## src/rtl/wel_stat_pkg.sv

```systemverilog
package wel_stat_pkg;
    localparam int STAT_W  = 8;
    localparam int PEN_BIT = 7;
    localparam int BP1_BIT = 3;
    localparam int BP0_BIT = 2;
    localparam int WEL_BIT = 1;
    localparam int WIP_BIT = 0;

    typedef struct packed {
        logic pen;
        logic bp1;
        logic bp0;
    } prot_t;

    typedef struct packed {
        logic wren;
        logic wrdi;
        logic wrsr_done;
        logic wr_done;
    } cmd_t;

    function automatic logic [STAT_W-1:0] pack_status(prot_t p, logic wel, logic wip);
        logic [STAT_W-1:0] s;
        s          = '0;
        s[PEN_BIT] = p.pen;
        s[BP1_BIT] = p.bp1;
        s[BP0_BIT] = p.bp0;
        s[WEL_BIT] = wel;
        s[WIP_BIT] = wip;
        return s;
    endfunction

    function automatic prot_t unpack_prot(logic [STAT_W-1:0] d);
        prot_t p;
        p.pen = d[PEN_BIT];
        p.bp1 = d[BP1_BIT];
        p.bp0 = d[BP0_BIT];
        return p;
    endfunction
endpackage

```

## src/rtl/enable_latch.sv

```systemverilog
module enable_latch
    import wel_stat_pkg::*;
(
    input  logic clk,
    input  logic rst,
    input  cmd_t cmd,
    output logic wel
);
    logic clr_ev;

    // clearing events: disable command or a successful completion
    always_comb clr_ev = cmd.wrdi | (wel & (cmd.wrsr_done | cmd.wr_done));

    always_ff @(posedge clk) begin
        if (rst)          wel <= 1'b0;
        else if (clr_ev)  wel <= 1'b0;
        else if (cmd.wren) wel <= 1'b1;
    end

    p_reset_clears_r3: assert property (@(posedge clk) rst |=> !wel);
    p_wren_sets_r4: assert property (@(posedge clk) disable iff (rst)
        (cmd.wren && !cmd.wrdi && !cmd.wrsr_done && !cmd.wr_done) |=> wel);
    p_wrdi_clears_r5: assert property (@(posedge clk) disable iff (rst)
        cmd.wrdi |=> !wel);
    p_done_clears_r6: assert property (@(posedge clk) disable iff (rst)
        (wel && (cmd.wrsr_done || cmd.wr_done)) |=> !wel);
endmodule

```

## src/rtl/prot_store.sv

```systemverilog
module prot_store
    import wel_stat_pkg::*;
#(
    parameter prot_t PROT_INIT = '0
) (
    input  logic              clk,
    input  logic              rst,
    input  logic              load,
    input  logic [STAT_W-1:0] data,
    output prot_t             prot
);
    always_ff @(posedge clk) begin
        if (rst)       prot <= PROT_INIT;
        else if (load) prot <= unpack_prot(data);
    end

    p_reset_init_r3: assert property (@(posedge clk) rst |=> (prot == PROT_INIT));
endmodule

```

## src/rtl/sr_ctrl.sv

```systemverilog
module sr_ctrl
    import wel_stat_pkg::*;
#(
    parameter prot_t PROT_INIT = '0
) (
    input  logic              clk,
    input  logic              rst,
    input  logic              wren_i,
    input  logic              wrdi_i,
    input  logic              wrsr_done_i,
    input  logic              wr_done_i,
    input  logic [STAT_W-1:0] wrsr_data_i,
    input  logic              busy_i,
    output logic [STAT_W-1:0] status_o,
    output logic              write_permit_o
);
    cmd_t  cmd;
    logic  wel;
    logic  prot_load;
    prot_t prot;

    always_comb begin
        cmd.wren      = wren_i;
        cmd.wrdi      = wrdi_i;
        cmd.wrsr_done = wrsr_done_i;
        cmd.wr_done   = wr_done_i;
    end

    enable_latch i_latch (.clk(clk), .rst(rst), .cmd(cmd), .wel(wel));

    // a status write only takes effect when the latch was set
    always_comb prot_load = wrsr_done_i & wel;

    prot_store #(.PROT_INIT(PROT_INIT)) i_prot (
        .clk(clk), .rst(rst), .load(prot_load), .data(wrsr_data_i), .prot(prot)
    );

    always_comb status_o       = pack_status(prot, wel, busy_i);
    always_comb write_permit_o = wel & ~busy_i;

    p_unused_zero_r1: assert property (@(posedge clk) disable iff (rst)
        status_o[6:4] == 3'b000);
    p_prot_hold_r8: assert property (@(posedge clk) disable iff (rst)
        !(wrsr_done_i && status_o[WEL_BIT]) |=> $stable(status_o[7:2]));
    p_busy_blocks_r10: assert property (@(posedge clk) disable iff (rst)
        busy_i |-> !write_permit_o);
endmodule

```

## config.mk

```make
export PLATFORM = sky130hd
export DESIGN_NAME = sr_ctrl
export DESIGN_NICKNAME = d
export VERILOG_FILES = /design/src/rtl/wel_stat_pkg.sv /design/src/rtl/enable_latch.sv /design/src/rtl/prot_store.sv /design/src/rtl/sr_ctrl.sv
export SDC_FILE = /design/constraint.sdc
export NUM_CORES = 1
export LEC_CHECK = 0
export ABC_AREA = 0
export BUFFER_PORTS_ARGS = -buffer_cell sky130_fd_sc_hd__buf_2
export CORE_AREA = 3 3 40 42
export DETAILED_ROUTE_END_ITERATION = 6
export DIE_AREA = 0 0 43 45
export GPL_ROUTABILITY_DRIVEN = 0
export MAX_ROUTING_LAYER = met4
export PLACE_DENSITY = 0.51
export SLEW_MARGIN = 10
export SYNTH_ARGS = -nofsm -noshare
export SYNTH_HDL_FRONTEND = slang
export SYNTH_SLANG_ARGS = --single-unit
```

## constraint.sdc

```tcl
create_clock -name clk -period 1.9 [get_ports clk]
set_input_delay 0.285 -clock clk [delete_from_list [all_inputs] [get_ports clk]]
set_output_delay 0.285 -clock clk [all_outputs]
set_load 0.1 [all_outputs]
```

==> flow_summary.toml <==
[status]
outcome = "completed"

[logic_synthesis]
synthCells = 24
synth.avg_cell_area_um2 = 9.280
ys_warn_count = 0
ys_ff_latch = 4
synth_xor_area_share_pct = 0
ys_types = 10
synth_area_um2 = 222.7
synth.area.mux_share_pct = 0
ys_seq_area_share_pct = 35.96
synth_simple_gate_area_share_pct = 16.29
synth_top_family_by_area = "compound AO/OA/AOI/OAI gates"
synth_compound_area_share_pct = 25.84
synth_adder_area_share_pct = 0

[placed_design]
place_ws_ns = 0.5311
postPlaceCellArea_um2 = 281.5
portBuffers = 15

[cells_and_area]
area_growth_pct = 36.52
final_core_util_pct = 23.66
drive_above_1_share_pct = 60.53
final_common_cell = "buf_2"
nets = 55
design_area_um2 = 304.0
most-common-layout-cells = "buf_2, dfxtp_1"
diodes = 0

[power_and_ir_drop]
p_per_area_nw_per_um2 = 883.9
peakVddDrop_mv = 0.3450
p_leak_uw = 0.0001482

[worst_setup_path]
required_ns = 1.62
slowest_stage = "dfxtp_1"
critPathLaunchType = "register"
crit_path_cell_trace = "nor2b_2, buf_2"
crit_fanout = 10
end_kind = "primary output"
slowest_delay_ns = 0.48
critPathKind = "reg2out"
cp_data_arrival_time_ns = 1.32

[grt]
grt_first_pass_wirelength_um = 738
grt_use_total_pct = 6.084
grt_pass1_vias = 188
antenna_found_initial = 0
grt_max_degree = 11
grt-ovfl-total = 0

[route]
ant_nets = 0
wire_per_inst_um = 8.981
drc = 0
vias_per_cell = 3.830
drt-total-wl_um = 476
firstDrtPassIters = 2
drt-initial-drc-count = 1
vias = 203

[sta]
timing.setup.tns_ns = 0
max_freq_mhz = 621.8
setup_viol = 0
finalCritPeriodShare_pct = 84.65
layout_setup_ws_ns = 0.2917
slew_viol_final = 0
period_needed_ns = 1.608
grt_setup_unrepaired = "no"
fin_skew_ns = 0.001472
final-hold-violation-count = 0

[clocking]
worstSkewPairLatency_ns = 0.23
cts_tree = "yes"
cts_buffers = 3
cts.repair.resized = 0
hold_buffers = 0
cts.sinks = 4
cts_setup_buffers = 0
htreeDepth = 1
clock_path_buffers = 2
root_buffer = "clkbuf_4"
clk_pin_slew_worst_paths_ns = 0.04

[floorplan]
die_x_um = 43
chipHeight_um = 45
core-area_um2 = 1285
start_util_pct = 17.33
rows = 13
boundaryPins = 24
dieArea_um2 = 1935

[min_path]
hold_class = "in2reg"

[run]
maxCapViolCount = 0
==> kinds of logic (layout without fill, tap and decap cells) <==
| family | Yosys count | in the layout |
|---|---|---|
| DFF | 4 | 4 |
| AOI/OAI and AO/OA | 7 | 7 |
| buffers and inverters | 6 | 18 |
| other | 1 | 3 |
| and+or+nand+nor | 6 | 6 |
==> metrics by stage <==
step,cells,total power (µW),hold WS [ns]
after floorplan,26,159.5,0.3496
after global placement,50,167.6,0.4606
after CTS,53,273.8,0.2160
after detailed placement,50,167.9,0.4620
after global routing,53,290.9,0.1992
final,53,268.7,0.2200
==> Yosys cell counts <==
cell type  count  area, µm²
dfxtp_1        4      80.08
conb_1         1      3.750
nand3_1        3      15.01
or3b_1         1      8.760
a211oi_2       1      12.51
nor2b_1        1      6.260
buf_4          6      45.04
a21bo_2        3      30.03
nand2b_1       1      6.260
a21oi_1        3      15.01
==> critical path, delay by kind of cell (launching register included) <==
| family | cells | cell delay (ns) |
|---|---|---|
| buf+inv | 1 | 0.42 |
| flops | 1 | 0.48 |
| simple gates | 1 | 0.19 |
==> where the power goes <==
| part | total, µW | switching, µW | internal [µW] |
|---|---|---|---|
| Clock | 103 | 32.0 | 70.5 |
| Sequential | 89.4 | 2.63 | 86.8 |
| Combinational | 76.9 | 63.6 | 13.2 |
| Total | 269 | 98.3 | 170 |
==> final cells by class <==
cell class | count | area, µm²
Multi-Input combinational cell | 16 | 107.6
Sequential cell | 4 | 80.08
Fill cell | 148 | 980.9
Tap cell | 15 | 18.77
Clock buffer | 3 | 22.52
Timing Repair Buffer | 15 | 75.07
==> per-layer routing <==
metal	wire length [µm]	vias up	GRT usage (%)
met5	0	-	-
met4	0	0	1.807
met3	83	0	7.171
met2	203	16	8.683
met1	190	83	5.048
li1	-	104	-
==> flip-flops by register name, summed over array words and instances (netlist names) <==
| signal | cells |
|---|---|
| i_latch.wel | 1 |
| i_prot.prot | 3 |
==> worst paths after layout <==
kind,cells after the start,slack (ns),start,endpoint
worst max-delay path,2,0.29,i_latch.wel,write_permit_o
worst min-delay path,2,0.22,wrdi_i,i_latch.wel
worst max register to register,2,0.73,i_latch.wel,i_latch.wel
worst min register to register,2,0.57,i_prot.prot[2],i_prot.prot[2]
(Power assumes the default switching activity.)
